$ cat src/rtl/fpm_pkg.sv
package fpm_pkg;

    localparam int WORD_W  = 32;
    localparam int EXP_W   = 8;
    localparam int FRAC_W  = 23;
    localparam int MAN_W   = FRAC_W + 1;
    localparam int EXPI_W  = 10;
    localparam int SIG_W   = 32;
    localparam int PROD_W  = 2 * SIG_W;
    localparam int RND_W   = 7;
    localparam int BIAS    = (1 << (EXP_W - 1)) - 1;
    localparam int EXP_MAX = (1 << EXP_W) - 1;
    localparam int EXP_OVF = EXP_MAX - 2;
    localparam int LZ_W    = $clog2(MAN_W + 1);

    typedef enum logic [1:0] {
        ST_IDLE,
        ST_UNPK,
        ST_MUL,
        ST_RND
    } fpm_state_t;

    typedef struct packed {
        logic                     is_zero;
        logic                     is_inf;
        logic signed [EXPI_W-1:0] exp;
        logic [MAN_W-1:0]         man;
    } fpm_opnd_t;

    typedef struct packed {
        logic                     sign;
        logic                     is_zero;
        logic signed [EXPI_W-1:0] exp;
        logic [SIG_W-1:0]         sig;
    } fpm_mid_t;

    typedef struct packed {
        logic ovf;
        logic unf;
        logic inx;
    } fpm_flags_t;

    function automatic logic [LZ_W-1:0] lead_zeros(input logic [FRAC_W-1:0] f);
        logic [LZ_W-1:0] n;
        logic            seen;
        n    = LZ_W'(FRAC_W);
        seen = 1'b0;
        for (int i = FRAC_W - 1; i >= 0; i--) begin
            if (!seen && f[i]) begin
                n    = LZ_W'(FRAC_W - 1 - i);
                seen = 1'b1;
            end
        end
        return n;
    endfunction

endpackage

$ cat src/rtl/fpm_unpack.sv
module fpm_unpack
    import fpm_pkg::*;
(
    input  logic [WORD_W-2:0] mag,
    output fpm_opnd_t         opnd
);
    logic [EXP_W-1:0]  ef;
    logic [FRAC_W-1:0] ff;
    logic [LZ_W-1:0]   sh;

    always_comb begin
        ef = mag[WORD_W-2 -: EXP_W];
        ff = mag[FRAC_W-1:0];
        sh = lead_zeros(ff) + LZ_W'(1);
        opnd.is_zero = (ef == '0) && (ff == '0);
        opnd.is_inf  = (ef == EXP_W'(EXP_MAX)) && (ff == '0);
        if (ef == '0) begin
            opnd.man = {1'b0, ff} << sh;
            opnd.exp = EXPI_W'(1) - $signed({{(EXPI_W-LZ_W){1'b0}}, sh});
        end else begin
            opnd.man = {1'b1, ff};
            opnd.exp = $signed({{(EXPI_W-EXP_W){1'b0}}, ef});
        end
    end
endmodule

$ cat src/rtl/fpm_sigmul.sv
module fpm_sigmul
    import fpm_pkg::*;
(
    input  logic      sign,
    input  fpm_opnd_t opa,
    input  fpm_opnd_t opb,
    output fpm_mid_t  mid
);
    logic [SIG_W-1:0]         ma, mb, folded;
    logic [PROD_W-1:0]        prod;
    logic signed [EXPI_W-1:0] esum;

    always_comb begin
        ma     = {1'b0, opa.man, 7'b0};
        mb     = {opb.man, 8'b0};
        prod   = PROD_W'(ma) * PROD_W'(mb);
        folded = prod[PROD_W-1:SIG_W] | {{(SIG_W-1){1'b0}}, |prod[SIG_W-1:0]};
        esum   = $signed(opa.exp) + $signed(opb.exp) - EXPI_W'(BIAS);

        mid.sign    = sign;
        mid.is_zero = opa.is_zero || opb.is_zero;
        if (opa.is_inf || opb.is_inf) begin
            mid.exp = EXPI_W'(EXP_MAX);
            mid.sig = '0;
        end else if (!folded[SIG_W-2]) begin
            mid.exp = esum - EXPI_W'(1);
            mid.sig = folded << 1;
        end else begin
            mid.exp = esum;
            mid.sig = folded;
        end
    end
endmodule

$ cat src/rtl/fpm_round.sv
module fpm_round
    import fpm_pkg::*;
(
    input  fpm_mid_t          mid,
    input  logic              rz,
    output logic [WORD_W-1:0] word,
    output fpm_flags_t        flags
);
    logic [SIG_W:0]           inc, pre_sum, sum;
    logic signed [EXPI_W-1:0] e_in, e_out;
    logic [EXPI_W-1:0]        amt;
    logic [SIG_W-1:0]         mask, jammed, sig_r, kept;
    logic [RND_W-1:0]         rbits;
    logic                     neg, tiny, ovf_hit;

    always_comb begin
        inc     = rz ? '0 : (SIG_W+1)'(1 << (RND_W - 1));
        e_in    = $signed(mid.exp);
        pre_sum = {1'b0, mid.sig} + inc;
        ovf_hit = (e_in > EXPI_W'(EXP_OVF)) ||
                  ((e_in == EXPI_W'(EXP_OVF)) && pre_sum[SIG_W-1]);
        neg     = e_in[EXPI_W-1];
        tiny    = (e_in < -EXPI_W'(1)) || !pre_sum[SIG_W-1];
        amt     = EXPI_W'(-e_in);
        mask    = (SIG_W'(1) << amt[4:0]) - SIG_W'(1);
        if (amt >= EXPI_W'(SIG_W))
            jammed = {{(SIG_W-1){1'b0}}, |mid.sig};
        else
            jammed = (mid.sig >> amt[4:0]) | {{(SIG_W-1){1'b0}}, |(mid.sig & mask)};
        sig_r = neg ? jammed : mid.sig;
        e_out = neg ? '0 : e_in;
        rbits = sig_r[RND_W-1:0];
        sum   = {1'b0, sig_r} + inc;
        kept  = sum[SIG_W:RND_W];
        if (!rz && rbits == RND_W'(1 << (RND_W - 1)))
            kept[0] = 1'b0;
        if (kept == '0)
            e_out = '0;

        if (mid.is_zero) begin
            word  = {mid.sign, {(WORD_W-1){1'b0}}};
            flags = '0;
        end else if (ovf_hit) begin
            word  = {mid.sign, rz ? 31'h7F7F_FFFF : 31'h7F80_0000};
            flags = '{ovf: 1'b1, unf: 1'b0, inx: 1'b1};
        end else begin
            word  = {mid.sign, {(WORD_W-1){1'b0}}}
                  + ({{(WORD_W-EXP_W){1'b0}}, e_out[EXP_W-1:0]} << FRAC_W)
                  + kept;
            flags = '{ovf: 1'b0,
                      unf: neg && tiny && (rbits != '0),
                      inx: rbits != '0};
        end
    end
endmodule

$ cat src/rtl/fpm_mul32.sv
module fpm_mul32
    import fpm_pkg::*;
(
    input  logic              clk,
    input  logic              rst,
    input  logic              in_valid,
    input  logic [WORD_W-1:0] in_a,
    input  logic [WORD_W-1:0] in_b,
    input  logic              in_rz,
    output logic              out_done,
    output logic [WORD_W-1:0] out_prod,
    output logic [2:0]        out_flags
);
    localparam int N_OPS = 2;

    fpm_state_t        state;
    logic              accept;
    logic [WORD_W-1:0] word_q [N_OPS];
    logic              rz_q, sign_q;
    fpm_opnd_t         opnd_w [N_OPS];
    fpm_opnd_t         opnd_q [N_OPS];
    fpm_mid_t          mid_w, mid_q;
    logic [WORD_W-1:0] rnd_word;
    fpm_flags_t        rnd_flags;

    assign accept = in_valid && (state == ST_IDLE) && !rst;

    for (genvar g = 0; g < N_OPS; g++) begin : g_unpk
        fpm_unpack u_unpk (
            .mag  (word_q[g][WORD_W-2:0]),
            .opnd (opnd_w[g])
        );
    end

    fpm_sigmul u_mul (
        .sign (sign_q),
        .opa  (opnd_q[0]),
        .opb  (opnd_q[1]),
        .mid  (mid_w)
    );

    fpm_round u_rnd (
        .mid   (mid_q),
        .rz    (rz_q),
        .word  (rnd_word),
        .flags (rnd_flags)
    );

    always_ff @(posedge clk) begin
        if (rst) begin
            state     <= ST_IDLE;
            out_done  <= 1'b0;
            out_prod  <= '0;
            out_flags <= '0;
        end else begin
            out_done <= (state == ST_RND);
            case (state)
                ST_IDLE: if (accept) state <= ST_UNPK;
                ST_UNPK: state <= ST_MUL;
                ST_MUL:  state <= ST_RND;
                default: begin
                    state     <= ST_IDLE;
                    out_prod  <= rnd_word;
                    out_flags <= rnd_flags;
                end
            endcase
        end
    end

    always_ff @(posedge clk) begin
        if (accept) begin
            word_q[0] <= in_a;
            word_q[1] <= in_b;
            rz_q      <= in_rz;
        end
        if (state == ST_UNPK) begin
            opnd_q <= opnd_w;
            sign_q <= word_q[0][WORD_W-1] ^ word_q[1][WORD_W-1];
        end
        if (state == ST_MUL)
            mid_q <= mid_w;
    end
endmodule

$ cat config.mk
export PLATFORM = sky130hd
export DESIGN_NAME = fpm_mul32
export DESIGN_NICKNAME = d
export VERILOG_FILES = /design/src/rtl/fpm_pkg.sv /design/src/rtl/fpm_unpack.sv /design/src/rtl/fpm_sigmul.sv /design/src/rtl/fpm_round.sv /design/src/rtl/fpm_mul32.sv
export SDC_FILE = /design/constraint.sdc
export NUM_CORES = 2
export LEC_CHECK = 0
export ABC_CLOCK_PERIOD_IN_PS = 14540
export BUFFER_PORTS_ARGS = -buffer_cell sky130_fd_sc_hd__buf_2
export CAP_MARGIN = 20
export CORE_UTILIZATION = 40
export DETAILED_ROUTE_END_ITERATION = 16
export PLACE_DENSITY_LB_ADDON = 0.3
export SLEW_MARGIN = 10
export SYNTH_ARGS = -nofsm -noshare
export SYNTH_HDL_FRONTEND = slang
export SYNTH_HIERARCHICAL = 1
export SYNTH_SLANG_ARGS = --single-unit
$ cat constraint.sdc
create_clock -name clk -period 14.54 [get_ports clk]
set_input_delay 1.454 -clock clk [delete_from_list [all_inputs] [get_ports clk]]
set_output_delay 1.454 -clock clk [all_outputs]
set_load 0.01 [all_outputs]
# --- Word-level counts from Yosys, hierarchy flattened ---
# Memories as Yosys holds them, arrays and structs flattened.
# Cells that the tools add are included.
op_classes:
  addsub: 13
  mul: 1
  order_cmp: 3
  eq_ne: 8
  shifts: 4
  mux: 108
  n_bitwise: 5
  n_reduce_logical: 117
ops:
  columns: ["cell", "count"]
  rows:
  - ["$mux 5", 46]
  - ["$mux 32", 6]
  - ["$reduce_or 32->1", 2]
  - ["$logic_and 1x1->1", 54]
  - ["$mul 24x24->48", 1]
  - ["$shl 23x5->24", 2]
  - ["$logic_not 1->1", 47]
  - ["$mux 1", 47]
  - ["$logic_not 23->1", 2]
  - ["$mux 42", 1]
  - ["$add 32x33->33", 1]
  - ["$add 32x26->32", 1]
  - ["$add 32x31->32", 1]
  - ["$add 32x32->32", 1]
  - ["$and 32x32->32", 1]
  - ["$or 32x1->32", 1]
  - ["$shl 1x5->32 const A", 1]
  - ["$shr 32x5->32", 1]
  - ["$sub 32x2->32 const B", 1]
  - ["$or 31x1->31", 1]
  - ["$logic_not 26->1", 1]
  - ["$mux 24", 1]
  - ["$reduce_or 17->1", 1]
  - ["$eq 8x8->1 const B", 2]
  - ["27 further kinds", 36]
totals:
  ff_bits: 154
  mem_bits_rw: 64
  out_inout_bits: 36
  elab_cells: 283
  mem_count: 1
mem_list:
  columns: ["name", "words", "word_bits", "read_ports", "rd_clocked_by_memory_dff", "wr", "line_no", "source"]
  rows:
  - ["word_q", 2, 32, 2, 0, 2, "fpm_mul32.sv:18", "logic [WORD_W-1:0] word_q [N_OPS];"]

# --- Depth between registers and ports, before layout ---
# An unclocked memory read counts as a cell.
depth:
  ltp_word: 71
  ltp_mapped: 34
  depth_no_buf: 27

# --- By module ---
# The synthesis kept the hierarchy.
modules_own_cells:
  columns: ["module", "instances", "cells_each", "area_per_inst_um2", "seq_area_each_um2"]
  rows:
  - ["fpm_sigmul", 1, 2441, 20847.5, 0.0]
  - ["fpm_mul32", 1, 314, 6945.4, 6226.0]
  - ["fpm_round", 1, 863, 6110.9, 0.0]
  - ["fpm_unpack", 2, 305, 2093.3, 0.0]

# --- Worst setup path after synthesis ---
# OpenSTA, ideal clock, no wires.
synth_timing:
  kind: "register -> register"
  startpoint: "register opnd_q[5] (netlist bit)"
  endpoint: "register mid_q[36] (netlist bit) (data pin)"
  arrival_ns: 6.611
  required_time_ns: 14.283
  setup_slack_ns: 7.672
  path_stages_with_launch: 30
  path_buffers: 4
  path_cell_list: "edfxtp_1 -> clkbuf_1 -> nand2_1 -> fa_1 -> inv_1 -> fa_1 -> inv_1 -> fa_1 -> inv_1 -> fa_1 -> inv_1 -> fa_1 -> inv_1 -> fa_1 -> inv_1 -> fa_1 -> inv_1 -> ha_1 -> buf_2 -> a21oi_1 -> o21a_1 -> nor4b_2 -> nand3_1 -> nand2_2 -> o31ai_4 -> or2_1 -> buf_6 -> buf_6 -> a211oi_2 -> nor2_1"
synth_between:
  elab_chain_cells: 3
synth_lines:
  columns: ["item", "line_no", "source"]
  rows:
  - ["start: declaration", "fpm_mul32.sv:21", "fpm_opnd_t opnd_q [N_OPS];"]
  - ["start signal: assignment", "fpm_mul32.sv:77", "opnd_q <= opnd_w;"]
  - ["$mul 24x24->48", "fpm_sigmul.sv:16", "prod = PROD_W'(ma) * PROD_W'(mb);"]
  - ["$or 31x1->31", "fpm_sigmul.sv:17", "folded = prod[PROD_W-1:SIG_W] | {{(SIG_W-1){1'b0}}, |prod[SIG_W-1:0]};"]
  - ["$mux 42", "fpm_sigmul.sv:25", "end else if (!folded[SIG_W-2]) begin"]
  - ["end signal: assignment", "fpm_mul32.sv:81", "mid_q <= mid_w;"]
  - ["end: declaration", "fpm_mul32.sv:22", "fpm_mid_t mid_w, mid_q;"]
# Every way passes these cells.
# A chain may end at the register's enable or synchronous reset.

# --- Worst setup path after layout ---
layout_timing:
  startpoint: "register opnd_q[15] (netlist bit)"
  endpoint: "register mid_q[39] (netlist bit) (data pin)"
# The elaborated chain is that of the path after synthesis.

==> results_dict.tcl <==
set metrics [dict create \
    top_layer "met5" \
    placed_cells 5341 \
    synthCells 4228 \
    start_kind "register" \
    clock_latency_ns 0.57 \
    post_cts_resized 0 \
    synth.yosys.seq_area_share_pct 16.3 \
    synth_area_leader_cell "fa_1" \
    fin_area_um2 40000 \
    synth.top_cells.by_area "fa_1 25%, edfxtp_1 14%, ha_1 6.9%" \
    synth-simple-area-share_pct 18.5 \
    layout-drive-gt1-share_pct 8.77 \
    max_slew_margin_pct 21.7 \
    placed_area_um2 39000 \
    cts_tree "yes" \
    dieWidth_um 311 \
    min_period_ns 8.37 \
    hpwl_um 89500 \
    n_fill_cell 9364 \
    crit-reg2reg-launch "opnd_q[15]$_DFFE_PN_" \
    cp_data_arrival_time_ns 8.63 \
    maxCapViolCount 0 \
    mostFrequentLayoutCells "626 x inv_1, 484 x fa_1, 471 x nand2_1" \
    setup_tns_ns 0 \
    grt_max_degree 67 \
    drt_iter0_drc 2858 \
    fin_nets 4880 \
    ys_seq_elements 220 \
    yosysWarnings 6 \
    root_buffer "clkbuf_16" \
    hold_path.class "register to register" \
    grt_pass1_wl_um 186000 \
    wire_per_inst_um 22.0 \
    io_pins 104 \
    grt_overflow 0 \
    num_rows 112 \
    cts-hold-fix-buffers 0 \
    avgSynthCellArea_um2 9.01 \
    seq_area_um2 6230 \
    crit_path_start "opnd_q[15]$_DFFE_PN_" \
    gp_congestion 0.945 \
    grt.total_usage_pct 24.1 \
    crit_required_ns 14.80 \
    tightestPinTransition_ns 1.17 \
    synth_area_um2 38100 \
    clock_skew_ns 0.0264 \
    first_global_vias 31639 \
    mostFrequentLayoutCell "inv_1" \
    synth_edf_count 182 \
    core_um2 93900 \
    postCtsSetupBuffers 0 \
    drt_wl_total_um 118000 \
    synthDistinctLibCells 135 \
    status "finished clean" \
    wl_met3_um 9240 \
    synth_compound_area_share_pct 14.3 \
    drtPass1Iterations 8 \
    synthMuxAreaShare_pct 6.04 \
    crit_path_max_fanout 47 \
    syn-num-nets 4991 \
    via_per_inst 5.85 \
    min_from "sign_q$_DFFE_PN_" \
    cts_num_sinks 220 \
    final_cells 5391 \
    ant_nets 0 \
    dieHeight_um 311 \
    worstSetupPathType "register to register" \
    cts_buffer_depth 3 \
    htreeDepth 1 \
    finalSetupViolations 0 \
    synth-xor-area-share_pct 2.53 \
    clkTransAtPathRegs_ns 0.06 \
    met2_length_um 53500 \
    multi_input_area_um2 28100 \
    port_buffers 103 \
    drt-met1-wl_um 51800 \
    ys_async_sr_fraction_pct 0 \
    synthAdderAreaFrac_pct 32.4 \
    rsz0062_at_grt "no" \
    vias 31548 \
    fmax_mhz 119 \
    drc_errors 0 \
    areaGrowthSynthToFinish_pct 4.94 \
    drv_slew 0 \
    end_kind "register" \
    cts_buffers 26 \
    dieArea_um2 96500 \
    start_util_pct 40.6 \
    synth_top_family_by_area "adder cells" \
    antenna_found_initial 2 \
    finalCritPeriodShare_pct 57.6 \
    synthFlopType "edfxtp_1" \
    diodes 0 \
    hold_violations 0 \
    yosysTopAreaCellShare_pct 25.4 \
]
==> final timing paths <==
kind                              end  slack, ns  depth (start not counted)
setup / recovery  mid_q[39]$_DFFE_PN_       6.17                         23
hold / removal    mid_q[43]$_DFFE_PN_       0.42                          0
setup reg to reg  mid_q[39]$_DFFE_PN_       6.17                         23
hold reg to reg   mid_q[43]$_DFFE_PN_       0.42                          0
==> layer usage <==
layer	vias to the layer above	track usage (%)
li1	14066	-
met1	15749	33.8
met2	1474	38.2
met3	257	3.79
met4	2	7.40
met5	-	0
==> worst max-delay path, cell delays in order (launching register included) <==
cell	delay (ns)
edfxtp_1	1.04
nand2_1	0.20
fa_1	0.59
inv_1	0.05
fa_1	0.55
inv_1	0.08
fa_1	0.54
inv_1	0.05
fa_1	0.49
fa_1	0.44
fa_1	0.55
inv_1	0.05
fa_1	0.52
inv_1	0.04
ha_1	0.44
nand4_1	0.28
o211ai_2	0.16
a2bb2oi_2	0.21
a21o_1	0.19
nand2_2	0.12
o31ai_4	0.28
or2_2	0.81
and3_1	0.28
o21ai_1	0.06
==> registers in the layout, summed over array words and instances (netlist names), 2 cells and up <==
name	cells
out_flags	3
mid_q	44
opnd_q	72
state	2
word_q	64
out_prod	32
==> cell usage after synthesis (17+ instances only) <==
master     count
nor2_1       205
o221ai_1      25
nor3_1        65
nand2b_1      20
xor2_1        42
nand4_1       43
o21ai_0       87
o21ai_1       23
a21o_1        50
and2_1       303
o22ai_1       17
o31ai_1       21
nor2b_1       27
buf_4         18
a31oi_1       20
nand3_1       63
a2111oi_0     20
and3_1        20
a22oi_1       23
ha_1         211
buf_6         18
xnor2_1       61
nor4_1        55
or3_1         19
nand2_1      471
mux2i_1      108
clkbuf_1     168
mux2_2        30
edfxtp_1     182
inv_1        626
buf_2         46
mux4_2        35
o211ai_1      37
a211oi_1      31
a21oi_1      140
dfxtp_1       38
fa_1         484
==> logic make-up after synthesis <==
group	count (synthesis)
buffers and inverters	911
adder cells (fa/ha/maj)	695
flip-flops	220
multiplexers	178
AND/OR/NAND/NOR	1386
XOR/XNOR	106
AO/OA/AOI/OAI	731
other	1
==> cell type report <==
class / instances / share of cell area (%)
Timing Repair Buffer: 139 / 2.00
Clock buffer: 34 / 1.89
Multi-Input combinational cell: 3097 / 70.3
Clock inverter: 14 / 0.351
Tap cell: 1254 / 3.93
Inverter: 633 / 5.94
Sequential cell: 220 / 15.6
==> through the flow <==
step,hold slack (ns),setup WS (ns),util [%]
4_1_cts,0.419,6.18,42.5
3_3_place_gp,0.407,6.29,41.6
2_1_floorplan,0.479,7.67,-
5_1_grt,0.442,5.67,42.6
3_5_place_dp,0.405,6.19,41.6
6_report,0.421,6.17,42.6
Power is left out: the tool's default activity adds up to more than one toggle a clock period on the data nets, which glitch-free logic cannot reach.
